<file path="src/rtl/wdog_pkg.sv">
// Shared constants and types for the two-stage watchdog.
// Assumes a 12-bit byte address and 32-bit data on the register bus.
package wdog_pkg;

    localparam int unsigned BUS_AW = 12;
    localparam int unsigned BUS_DW = 32;

    localparam logic [BUS_AW-1:0] OFS_LOAD   = 12'h000;
    localparam logic [BUS_AW-1:0] OFS_COUNT  = 12'h004;
    localparam logic [BUS_AW-1:0] OFS_CTRL   = 12'h008;
    localparam logic [BUS_AW-1:0] OFS_CLEAR  = 12'h00C;
    localparam logic [BUS_AW-1:0] OFS_RAW    = 12'h010;
    localparam logic [BUS_AW-1:0] OFS_MASKED = 12'h014;
    localparam logic [BUS_AW-1:0] OFS_KEY    = 12'hC00;
    localparam logic [BUS_AW-1:0] OFS_IDBASE = 12'hFE0;

    localparam logic [BUS_DW-1:0] OPEN_KEY = 32'h1ACCE551;
    localparam logic [BUS_DW-1:0] PART_ID  = 32'h00141805;
    localparam int unsigned       ID_WORDS = 4;

    // Control register fields: bit 0 run/interrupt enable, bit 1 reset enable.
    typedef struct packed {
        logic rst_en;
        logic run;
    } ctrl_t;

endpackage

</file>
<file path="src/rtl/wdog_regs.sv">
// Register file for the watchdog: key register, control, and load value.
// Produces a reload pulse and value for the counter, and a flag-clear pulse.
// Assumes at most one write per cycle. Reads are handled at the top.
module wdog_regs
    import wdog_pkg::*;
#(
    parameter int unsigned CNT_W = 32
) (
    input  logic              clk,
    input  logic              rst_n,
    input  logic              bus_wr,
    input  logic [BUS_AW-1:0] bus_addr,
    input  logic [BUS_DW-1:0] bus_wdata,
    output logic              unlocked,
    output ctrl_t             ctrl_q,
    output logic [CNT_W-1:0]  load_q,
    output logic              reload,
    output logic [CNT_W-1:0]  reload_val,
    output logic              clr
);

    localparam logic [CNT_W-1:0] LOAD_ONE = CNT_W'(1);

    logic             wr_ok;
    logic             load_wr;
    logic [CNT_W-1:0] load_new;

    // Purpose: a load of zero would never expire cleanly, so clamp it to one.
    function automatic logic [CNT_W-1:0] clamp_load(input logic [CNT_W-1:0] v);
        return (v == '0) ? LOAD_ONE : v;
    endfunction

    // Purpose: gate writes and derive the per-cycle write pulses.
    always_comb begin
        wr_ok      = bus_wr && unlocked;
        load_wr    = wr_ok && (bus_addr == OFS_LOAD);
        clr        = wr_ok && (bus_addr == OFS_CLEAR);
        load_new   = clamp_load(bus_wdata[CNT_W-1:0]);
        reload     = load_wr || clr;
        reload_val = load_wr ? load_new : load_q;
    end

    // Purpose: the key register is always writable; only the exact key opens.
    always_ff @(posedge clk) begin
        if (!rst_n) begin
            unlocked <= 1'b1;
        end else if (bus_wr && (bus_addr == OFS_KEY)) begin
            unlocked <= (bus_wdata == OPEN_KEY);
        end
    end

    // Purpose: hold the gated load value.
    always_ff @(posedge clk) begin
        if (!rst_n) begin
            load_q <= '1;
        end else if (load_wr) begin
            load_q <= load_new;
        end
    end

    // Purpose: hold the gated control bits.
    always_ff @(posedge clk) begin
        if (!rst_n) begin
            ctrl_q <= '0;
        end else if (wr_ok && (bus_addr == OFS_CTRL)) begin
            ctrl_q <= ctrl_t'(bus_wdata[1:0]);
        end
    end

endmodule

</file>
<file path="src/rtl/wdog_counter.sv">
// Down-counter of the watchdog. It reloads on a register pulse or after
// passing zero. It flags an expiry in the cycle the count sits at zero
// while running, unless a reload takes priority in that cycle.
module wdog_counter #(
    parameter int unsigned CNT_W = 32
) (
    input  logic             clk,
    input  logic             rst_n,
    input  logic             run,
    input  logic             reload,
    input  logic [CNT_W-1:0] reload_val,
    input  logic [CNT_W-1:0] load_q,
    output logic [CNT_W-1:0] cnt,
    output logic             expire
);

    // Purpose: expiry is seen only when running and not overridden by a reload.
    always_comb begin
        expire = run && (cnt == '0) && !reload;
    end

    // Purpose: count down, reload on request or after zero, hold when stopped.
    always_ff @(posedge clk) begin
        if (!rst_n) begin
            cnt <= '1;
        end else if (reload) begin
            cnt <= reload_val;
        end else if (run) begin
            cnt <= (cnt == '0) ? load_q : cnt - 1'b1;
        end
    end

endmodule

</file>
<file path="src/rtl/wdog_escalate.sv">
// Two-stage escalation. The first expiry sets the interrupt flag. An expiry
// with the flag still set raises a sticky reset request, if that is enabled.
// Assumes that clr and expire are never high together.
module wdog_escalate (
    input  logic clk,
    input  logic rst_n,
    input  logic expire,
    input  logic clr,
    input  logic rst_en,
    output logic flag,
    output logic rst_req
);

    // Purpose: raw interrupt flag, set by the first expiry and cleared by software.
    always_ff @(posedge clk) begin
        if (!rst_n) begin
            flag <= 1'b0;
        end else if (clr) begin
            flag <= 1'b0;
        end else if (expire) begin
            flag <= 1'b1;
        end
    end

    // Purpose: sticky reset request on an expiry that finds the flag unserviced.
    always_ff @(posedge clk) begin
        if (!rst_n) begin
            rst_req <= 1'b0;
        end else if (expire && flag && rst_en) begin
            rst_req <= 1'b1;
        end
    end

endmodule

</file>
<file path="src/rtl/wdog_dual_stage.sv">
// Top of the two-stage lockable watchdog. It connects the register file,
// counter and escalation logic, and decodes reads. Reads are combinational
// on the address and have no side effects.
module wdog_dual_stage
    import wdog_pkg::*;
#(
    parameter int unsigned CNT_W = 32
) (
    input  logic              clk,
    input  logic              rst_n,
    input  logic              bus_wr,
    input  logic [BUS_AW-1:0] bus_addr,
    input  logic [BUS_DW-1:0] bus_wdata,
    output logic [BUS_DW-1:0] bus_rdata,
    output logic              irq,
    output logic              wdog_rst
);

    localparam int unsigned ID_SEL_W = $clog2(ID_WORDS);

    logic             unlocked;
    ctrl_t            ctrl_q;
    logic [CNT_W-1:0] load_q;
    logic             reload;
    logic [CNT_W-1:0] reload_val;
    logic             clr;
    logic [CNT_W-1:0] cnt;
    logic             expire;
    logic             flag;
    logic [BUS_DW-1:0] id_word [ID_WORDS];

    wdog_regs #(.CNT_W(CNT_W)) regs_i (
        .clk        (clk),
        .rst_n      (rst_n),
        .bus_wr     (bus_wr),
        .bus_addr   (bus_addr),
        .bus_wdata  (bus_wdata),
        .unlocked   (unlocked),
        .ctrl_q     (ctrl_q),
        .load_q     (load_q),
        .reload     (reload),
        .reload_val (reload_val),
        .clr        (clr)
    );

    wdog_counter #(.CNT_W(CNT_W)) cnt_i (
        .clk        (clk),
        .rst_n      (rst_n),
        .run        (ctrl_q.run),
        .reload     (reload),
        .reload_val (reload_val),
        .load_q     (load_q),
        .cnt        (cnt),
        .expire     (expire)
    );

    wdog_escalate esc_i (
        .clk     (clk),
        .rst_n   (rst_n),
        .expire  (expire),
        .clr     (clr),
        .rst_en  (ctrl_q.rst_en),
        .flag    (flag),
        .rst_req (wdog_rst)
    );

    // Identification words: one byte of the part identity per word.
    for (genvar gi = 0; gi < ID_WORDS; gi++) begin : g_id
        assign id_word[gi] = {24'h0, PART_ID[8*gi +: 8]};
    end

    // Purpose: masked interrupt output.
    always_comb begin
        irq = flag && ctrl_q.run;
    end

    // Purpose: read decode, with no side effects.
    always_comb begin
        bus_rdata = '0;
        if (bus_addr[BUS_AW-1:4] == OFS_IDBASE[BUS_AW-1:4]) begin
            bus_rdata = id_word[bus_addr[2 +: ID_SEL_W]];
        end else begin
            case (bus_addr)
                OFS_LOAD:   bus_rdata = BUS_DW'(load_q);
                OFS_COUNT:  bus_rdata = BUS_DW'(cnt);
                OFS_CTRL:   bus_rdata = BUS_DW'(ctrl_q);
                OFS_RAW:    bus_rdata = BUS_DW'(flag);
                OFS_MASKED: bus_rdata = BUS_DW'(irq);
                OFS_KEY:    bus_rdata = BUS_DW'(!unlocked);
                default:    bus_rdata = '0;
            endcase
        end
    end

endmodule

</file>
<file path="config.mk">
export PLATFORM = sky130hd
export DESIGN_NAME = wdog_dual_stage
export DESIGN_NICKNAME = d
export VERILOG_FILES = /design/src/rtl/wdog_pkg.sv /design/src/rtl/wdog_regs.sv /design/src/rtl/wdog_counter.sv /design/src/rtl/wdog_escalate.sv /design/src/rtl/wdog_dual_stage.sv
export SDC_FILE = /design/constraint.sdc
export NUM_CORES = 1
export LEC_CHECK = 0
export BUFFER_PORTS_ARGS = -buffer_cell sky130_fd_sc_hd__buf_4
export CELL_PAD_IN_SITES_DETAIL_PLACEMENT = 1
export CELL_PAD_IN_SITES_GLOBAL_PLACEMENT = 1
export CORE_MARGIN = 3
export CORE_UTILIZATION = 30
export CTS_CLUSTER_DIAMETER = 40
export DETAILED_ROUTE_END_ITERATION = 10
export PLACE_DENSITY_LB_ADDON = 0.25
export SETUP_SLACK_MARGIN = 0.1
export SYNTH_ARGS = -nofsm -noshare
export SYNTH_HDL_FRONTEND = slang
export SYNTH_SLANG_ARGS = --single-unit
</file>
<file path="constraint.sdc">
create_clock -name clk -period 3.1 [get_ports clk]
set_input_delay 0.31 -clock clk [delete_from_list [all_inputs] [get_ports clk]]
set_output_delay 0.31 -clock clk [all_outputs]
set_load 0.01 [all_outputs]
</file>
==> results of run 1 <==
metrics by stage:
step | worst slack (ns) | cells
after detailed placement | 0.3140 | 783
final | 0.3114 | 799
after global placement | 0.3598 | 783
after CTS | 0.3306 | 799
after floorplan | 0.5740 | 546
after global routing | 0.1877 | 799
critical path, stage by stage:
cell	delay [ns]
buf_4	0.10
or4_1	0.60
nor4b_4	0.28
buf_4	0.23
and2_1	0.16
buf_4	0.18
buf_4	0.26
a22o_1	0.20
buf_4	0.13
layout make-up:
class	instances	area [um2]
Timing Repair Buffer	106	795.8
Inverter	11	41.29
Multi-Input combinational cell	417	2831
Sequential cell	69	1381
Tap cell	180	225.2
Clock buffer	10	239.0
Fill cell	1693	8603
Clock inverter	6	86.33
cells in the mapped netlist (all sizes together), types with 4 or more instances:
master	count	area (um2)
xor2	7	61.31
nor3	16	91.34
a21oi	19	95.09
o32a	4	40.04
o211ai	13	97.59
mux2	8	90.09
clkbuf	41	153.9
nand3	23	132.6
a211oi	5	37.54
ha	6	75.07
buf	8	52.55
dfxtp	69	1381
inv	9	33.78
and3	4	25.02
or2	10	62.56
o31ai	4	30.03
nand4	14	87.58
o21ai	28	140.1
a21o	6	45.04
nor4	20	146.4
mux2i	27	270.3
a211o	4	35.03
nand2	54	202.7
a31oi	9	56.30
a22o	29	254.0
xnor2	13	113.9
o2111ai	6	52.55
or4	9	71.32
or3	9	56.30
and2	7	43.79
nor2	28	105.1
worst min-delay path by stage:
stage | from | to | cells after the start
floorplan | bus_wdata[23] | regs_i.load_q[23] | 2
global placement | esc_i.rst_req | esc_i.rst_req | 2
detailed placement | esc_i.rst_req | esc_i.rst_req | 2
CTS | bus_wdata[9] | regs_i.load_q[9] | 3
global route | bus_wdata[3] | regs_i.load_q[3] | 3
finish | bus_wdata[9] | regs_i.load_q[9] | 3
state kept, by name, summed over array words and instances, names as in the netlist:
signal,count
esc_i.flag,1
regs_i.load_q,32
regs_i.unlocked,1
cnt_i.cnt,32
regs_i.ctrl_q,2
esc_i.rst_req,1
per-layer routing:
metal | vias to the layer above | routed length [um] | global-route usage (%)
li1 | 2202 | - | -
met3 | 22 | 928 | 4.000
met5 | - | 0 | 0
met4 | 0 | 263 | 5.743
met2 | 138 | 8339 | 35.74
met1 | 2335 | 8134 | 29.25
cell families after synthesis:
group,share of synthesized area (%)
and+or+nand+nor,25.47
AOI/OAI and AO/OA,24.32
xor gates and xnor gates,3.927
buffers and inverters,5.554
muxes,8.079
DFF,30.97
adders and majority gates,1.683
power groups by stage:
stage	registers [uW]	clock network, uW	logic (uW)
after floorplan	907	0	30.1
after global placement	907	0	111
after detailed placement	907	0	112
after CTS	887	1160	112
after global routing	887	1200	121
final	887	1140	113
placed cells by master (no fill, tap or decap), types with 7 or more instances in the layout:
| cell type | count |
|---|---|
| xnor2_1 | 13 |
| nand2_1 | 54 |
| clkbuf_16 | 9 |
| mux2i_1 | 27 |
| nor2_1 | 28 |
| xor2_1 | 7 |
| nor3_1 | 15 |
| o21ai_0 | 12 |
| nand4_1 | 14 |
| nand3_1 | 21 |
| a22o_1 | 29 |
| mux2_1 | 7 |
| a31oi_1 | 9 |
| inv_1 | 9 |
| nor4_1 | 18 |
| o21ai_1 | 16 |
| a21oi_1 | 19 |
| or4_1 | 8 |
| or2_1 | 8 |
| dfxtp_1 | 69 |
| buf_4 | 106 |
| o211ai_1 | 13 |
| or3_1 | 9 |
==> impl_metrics.json, run 1 <==
{
  "clockBufferDepth": 2,
  "r2r-start": "cnt_i.cnt[0]",
  "fp.dieArea_um2": 16370,
  "p_per_area_nw_per_um2": 382.8,
  "cts_setup_buffers": 0,
  "drt_iter0_markers": 379,
  "synth_edf_count": 0,
  "postPlaceCellArea_um2": 5275,
  "tightest_slew_ns": 1.039,
  "wl_mm": 17.66,
  "rsz0062_at_grt": "false",
  "via_per_inst": 5.879,
  "wire_per_inst_um": 22.11,
  "period_needed_ns": 2.789,
  "antenna_cells": 0,
  "cts_made_buffers": 9,
  "cellLeakagePower_uw": 0.002262,
  "r2r_slack_ns": 0.35,
  "dpl.hpwl_mm": 13.08,
  "crit_arrival_ns": 2.48,
  "tns_ns": 0,
  "grt.overflow.total": 0,
  "intPower_uw": 1662,
  "root_buffer": "clkbuf_16",
  "r2r-end": "cnt_i.cnt[22]",
  "fin_util_pct": 39.43,
  "fp-row-count": 43,
  "dieHeight_um": 127.9,
  "fmax_mhz": 358.6,
  "synthArstFlopShare_pct": 0,
  "insertion_delay_ns": 0.35,
  "crit_path_start": "bus_addr[1]",
  "p_switching_uw": 482.3,
  "cp_max_fo": 15,
  "p_total_uw": 2144,
  "required_ns": 2.79,
  "final_cell_area_um2": 5600,
  "switching_share_pct": 22.49,
  "ys_types": 66,
  "maxSlewViolCount": 0,
  "setup_viol": 0,
  "cts_resized": 0,
  "synth_nets": 599,
  "synth_area_um2": 4461,
  "gp_congestion": 0.8749,
  "route.detailed.drc": 0,
  "synth_flop_cell": "dfxtp_1",
  "final-hold-violation-count": 0,
  "power_frac_comb_pct": 5.3,
  "hp-class": "primary input to register",
  "grt_pass1_vias": 4800,
  "relSlewSlack_pct": 30.76,
  "cp-end-kind": "primary output",
  "clock_power_share_pct": 53.4,
  "cts_hold_buffers": 0,
  "ant_nets": 0,
  "route.vias.total": 4697,
  "grt_pass1_wl_mm": 27.48,
  "syn_avg_cell_area_um2": 8.169,
  "syn_inst": 546,
  "antenna_found_initial": 0,
  "fin_skew_ns": 0.007395,
  "area_delta_synth_final_pct": 25.55,
  "endpoint": "bus_rdata[11]",
  "pwr-share-seq_pct": 41.4,
  "nNetsFinal": 667,
  "cts_tree": "done",
  "io_buffers": 80,
  "crit_type": "primary input to primary output",
  "grt_max_degree": 45,
  "hold_slack_ns": 0.2164,
  "ir_worst_vdd_mv": 0.2682,
  "cts_max_level": 3,
  "rr_worst_depth": 9,
  "pin_count": 81,
  "grt_util_all_layers_pct": 21.71,
  "start_util_pct": 31.40,
  "fin_crit_sh_pct": 89.95,
  "maxCapViolCount": 0,
  "yosysSeqAreaShare_pct": 30.97,
  "yosysWarnings": 0,
  "dr.pass1.iters": 5,
  "clk_pin_slew_ns": 0.06,
  "drive_gt1_share_pct": 21.65,
  "cp-start-kind": "primary input",
  "clock-sinks": 69,
  "outcome": "finished clean",
  "synth_seq_cells": 69,
  "fp.coreArea_um2": 14200,
  "die_x_um": 127.9
}
Power figures use the tool's default switching activity.
==> inputs of run 2 (changes only) <==
Settings changed: MAX_ROUTING_LAYER set to met4.
==> impl_metrics.json, run 2 (synthesized netlist as in run 1, its figures left out) <==
{
  "r2r_slack_ns": 0.31,
  "crit_family": "simple AND/OR/NAND/NOR gates",
  "post-place-ws_ns": 0.3503,
  "maxSlewViolCount": 0,
  "grt_pass1_vias": 4776,
  "die_x_um": 127.9,
  "clock-sinks": 69,
  "rsz0062_at_grt": "false",
  "ant_nets": 0,
  "drt_iter0_markers": 258,
  "drive_gt1_share_pct": 21.20,
  "hp-class": "primary input to register",
  "path_depth": 9,
  "final_cell_mix": "buf_4 (105), dfxtp_1 (69), nand2_1 (54)",
  "fp-row-count": 43,
  "io_buffers": 80,
  "r2r-start": "cnt_i.cnt[0]",
  "cp-start-kind": "register",
  "whs_path_depth": 3,
  "fmax_mhz": 358.1,
  "path_buf_inv": 2,
  "switching_share_pct": 23.27,
  "clockBufferDepth": 2,
  "start_util_pct": 31.40,
  "pin_count": 81,
  "worst_hold_path.endpoint": "regs_i.load_q[16]",
  "p_switching_uw": 466.9,
  "hp-start": "bus_wdata[16]",
  "fin_skew_ns": 0.009992,
  "power_frac_comb_pct": 5.6,
  "clock_power_share_pct": 50.2,
  "setup_viol": 0,
  "cp_max_fo": 31,
  "crit_type": "register to register",
  "dieHeight_um": 127.9,
  "relSlewSlack_pct": 34.46,
  "cts_resized": 0,
  "required_ns": 3.33,
  "fillers": 1669,
  "final_common_cell": "buf_4",
  "intPower_uw": 1540,
  "period_needed_ns": 2.793,
  "cts_tree": "done",
  "r2r-end": "cnt_i.cnt[22]",
  "hold_slack_ns": 0.2200,
  "clk_pin_slew_ns": 0.06,
  "wl_mm": 17.98,
  "crit_arrival_ns": 3.03,
  "reg.largest.list": "cnt_i.cnt: 32 flops, regs_i.load_q: 32 flops, regs_i.ctrl_q: 2 flops",
  "antenna_cells": 0,
  "final-hold-violation-count": 0,
  "maxCapViolCount": 0,
  "grt_util_all_layers_pct": 22.94,
  "ir_worst_vdd_mv": 0.2778,
  "root_buffer": "clkbuf_16",
  "fp.coreArea_um2": 14200,
  "nNetsFinal": 667,
  "route.detailed.drc": 0,
  "cp_slowest_stage_delay_ns": 0.65,
  "dr.pass1.iters": 5,
  "tns_ns": 0,
  "area_delta_synth_final_pct": 24.80,
  "crit_chain": "inv_1 > ha_1 > or4b_2 > nor4_2 > nand3_1 > buf_4 > o21ai_0 > a21oi_1 > or3_1",
  "via_per_inst": 5.811,
  "p_per_area_nw_per_um2": 360.4,
  "grt.overflow.total": 0,
  "cp-end-kind": "register",
  "rr_worst_depth": 9,
  "pwr-share-seq_pct": 44.2,
  "register_area_um2": 1381,
  "fp.dieArea_um2": 16370,
  "slowest_stage": "or4b_2",
  "multi_input_area_um2": 2831,
  "worst_slack_ns": 0.3073,
  "route.vias.total": 4637,
  "gp_congestion": 0.9152,
  "grt_pass1_wl_mm": 28.06,
  "cts_hold_buffers": 0,
  "cts_setup_buffers": 0,
  "tightest_slew_ns": 0.9831,
  "fin_crit_sh_pct": 90.09,
  "cts_made_buffers": 9,
  "wire_per_inst_um": 22.53,
  "insertion_delay_ns": 0.35,
  "antenna_found_initial": 0,
  "dpl.hpwl_mm": 13.28,
  "grt_max_degree": 45,
  "cts_max_level": 3,
  "outcome": "finished clean",
  "cellLeakagePower_uw": 0.002243
}
==> run 2: cell type report <==
class	instances	area share, %
timing repair buffer	106	14.52
clock buffer	14	4.922
tap	180	4.046
multi-input combinational	417	50.87
inverter	11	0.7417
clock inverter	1	0.08991
sequential	69	24.81
==> run 2: power groups by stage <==
stage               combinational (uW)  sequential (uW)  clock [uW]
finish                             113              887        1010
global route                       120              887        1050
CTS                                112              887        1020
detailed placement                 112              907           0
global placement                   110              907           0
floorplan                         30.1              907           0
==> run 2: per-stage QoR <==
stage | instances | utilization [%] | instance area [um2] | total power (uW)
6_report | 798 | 39.19 | 5567 | 2006
5_1_grt | 798 | 39.19 | 5567 | 2062
4_1_cts | 798 | 39.19 | 5567 | 2024
3_5_place_dp | 783 | 37.23 | 5288 | 1019
3_3_place_gp | 783 | 37.23 | 5288 | 1017
2_1_floorplan | 546 | - | 4461 | 936.6
==> run 2: layer usage <==
layer | up-vias | routed length, um | global-route usage [%]
met1 | 2302 | 8471 | 29.89
met2 | 108 | 8456 | 36.51
li1 | 2206 | - | -
met3 | 21 | 757 | 4.250
met4 | 0 | 295 | 6.429
met5 | - | 0 | -
==> run 2: worst max path at each step <==
stage,endpoint,start
floorplan,bus_rdata[2],bus_addr[1]
global placement,bus_rdata[28],bus_addr[1]
detailed placement,bus_rdata[0],bus_addr[1]
CTS,bus_rdata[0],bus_addr[1]
global route,cnt_i.cnt[22],cnt_i.cnt[0]
finish,cnt_i.cnt[22],cnt_i.cnt[0]
==> run 2: worst register-to-register path: cells and delay by family (launching register included) <==
family	cells	cell delay, ns
AND/OR/NAND/NOR	4	1.47
buffers and inverters	2	0.40
adder cells (fa/ha/maj)	1	0.17
flip-flops	1	0.35
AO/OA/AOI/OAI	2	0.29
==> inputs of run 3 (changes only) <==
Clock period 3.1 ns to 2.59 ns, I/O delays scaled along.
==> impl_metrics.json, run 3 (synthesized netlist as in run 1, its figures left out) <==
{
  "outcome": "finished clean",
  "path_buf_inv": 5,
  "cp_slowest_stage_delay_ns": 0.56,
  "crit_chain": "buf_4 > or4_4 > nor4b_4 > buf_12 > and2_4 > buf_6 > buf_12 > a22o_1 > buf_4",
  "pin_count": 81,
  "final_common_cell": "buf_4",
  "cts_hold_buffers": 0,
  "p_switching_uw": 581.3,
  "pwr-share-seq_pct": 40.8,
  "drt_iter0_markers": 319,
  "hold_slack_ns": 0.1767,
  "antenna_found_initial": 0,
  "final_cell_area_um2": 6050,
  "power_frac_comb_pct": 5.5,
  "crit_arrival_ns": 2.18,
  "grt_pass1_vias": 5087,
  "crit_type": "primary input to primary output",
  "clock_power_share_pct": 53.7,
  "grt_pass1_wl_mm": 29.79,
  "die_x_um": 127.9,
  "io_buffers": 80,
  "grt_max_degree": 45,
  "multi_input_area_um2": 2882,
  "slowest_stage": "or4_4",
  "maxSlewViolCount": 0,
  "postPlaceCellArea_um2": 5575,
  "drive_gt1_share_pct": 27.25,
  "fmax_mhz": 409.4,
  "cp-end-kind": "primary output",
  "clk_pin_slew_ns": 0.06,
  "ant_nets": 0,
  "fp.coreArea_um2": 14200,
  "p_per_area_nw_per_um2": 430.0,
  "relSlewSlack_pct": 54.26,
  "maxCapViolCount": 0,
  "clockBufferDepth": 2,
  "grt_util_all_layers_pct": 24.20,
  "root_buffer": "clkbuf_16",
  "required_ns": 2.33,
  "route.detailed.drc": 0,
  "switching_share_pct": 22.35,
  "tightest_slew_ns": 0.6861,
  "period_needed_ns": 2.442,
  "cts_max_level": 3,
  "insertion_delay_ns": 0.35,
  "clock-sinks": 69,
  "dpl.hpwl_mm": 14.06,
  "wire_per_inst_um": 23.23,
  "dr.pass1.iters": 5,
  "intPower_uw": 2020,
  "route.vias.total": 4923,
  "fin_crit_sh_pct": 94.30,
  "cp-start-kind": "primary input",
  "crit_family": "simple AND/OR/NAND/NOR gates",
  "final_cell_mix": "buf_4 (134), dfxtp_1 (69), nand2_1 (54)",
  "cts_made_buffers": 9,
  "gp_congestion": 0.9188,
  "area_delta_synth_final_pct": 35.62,
  "fp-row-count": 43,
  "dieHeight_um": 127.9,
  "grt.overflow.total": 0,
  "start_util_pct": 31.40,
  "cellLeakagePower_uw": 0.002504,
  "wl_mm": 19.44,
  "fin_skew_ns": 0.009945,
  "nNetsFinal": 705,
  "cp_max_fo": 11,
  "antenna_cells": 0,
  "reg.largest.list": "cnt_i.cnt: 32 flops, regs_i.load_q: 32 flops, regs_i.ctrl_q: 2 flops",
  "cts_tree": "done",
  "via_per_inst": 5.882,
  "setup_viol": 0,
  "register_area_um2": 1381,
  "ir_worst_vdd_mv": 0.2869,
  "fillers": 1710,
  "hp-class": "primary input to register",
  "rsz0062_at_grt": "false",
  "final-hold-violation-count": 0,
  "fp.dieArea_um2": 16370
}
run 3: cell count changes in the layout (fill, tap and decap cells not counted), sizes merged:
cell and delta:
bufinv +2, clkinv +1, clkbuf -1, buf +37
run 3: per-layer routing:
metal  vias up  part of all wire (%)  track usage (%)
met3        35                   4.9            4.542
met5         -                     0                -
met2       148                    47            37.31
met1      2467                    45            31.62
met4         0                   3.3            8.926
li1       2273                     -                -
run 3: cell type report:
class	count	share of cell area [%]
clock buffer	12	4.240
clock inverter	4	1.158
timing repair buffer	144	19.73
inverter	11	0.6825
sequential	69	22.83
tap	180	3.723
multi-input combinational	417	47.63
run 3: power groups by stage:
stage | clock (uW) | combinational, uW | sequential, uW
floorplan | 0 | 36.0 | 1090
global placement | 0 | 137 | 1090
detailed placement | 0 | 140 | 1090
CTS | 1420 | 141 | 1060
global route | 1460 | 153 | 1060
finish | 1400 | 143 | 1060
run 3: what timing repair did:
action	in CTS	in global routing
cloned	0	1
setup endpoints to repair	35	57
setup buffers	4	3
gates resized for setup	2	12
pin swaps	3	4
run 3: worst min-delay path: cells and delay by family:
family	cells	cell delay, ns
buffers and inverters	1	0.09
muxes	1	0.07
and+or+nand+nor	1	0.07
run 3: per-stage QoR:
step	worst slack [ns]	TNS, ns	utilization (%)	power [uW]	cells
2_1_floorplan	0.1442	0	-	1121	546
3_3_place_gp	0.03675	0	39.25	1223	813
3_5_place_dp	-0.05215	-0.2345	39.25	1225	813
4_1_cts	0.08557	0	41.82	2625	833
5_1_grt	0.07998	0	42.59	2673	837
6_report	0.1477	0	42.59	2601	837
run 3: path summary, 6_finish.rpt:
kind | startpoint | endpoint | slack [ns] | cells after the start
worst max-delay path | bus_addr[1] | bus_rdata[28] | 0.15 | 9
worst min-delay path | bus_wdata[15] | regs_i.load_q[15] | 0.18 | 3
worst max register to register | cnt_i.cnt[20] | cnt_i.cnt[29] | 0.19 | 7
worst min register to register | esc_i.rst_req | esc_i.rst_req | 0.46 | 2
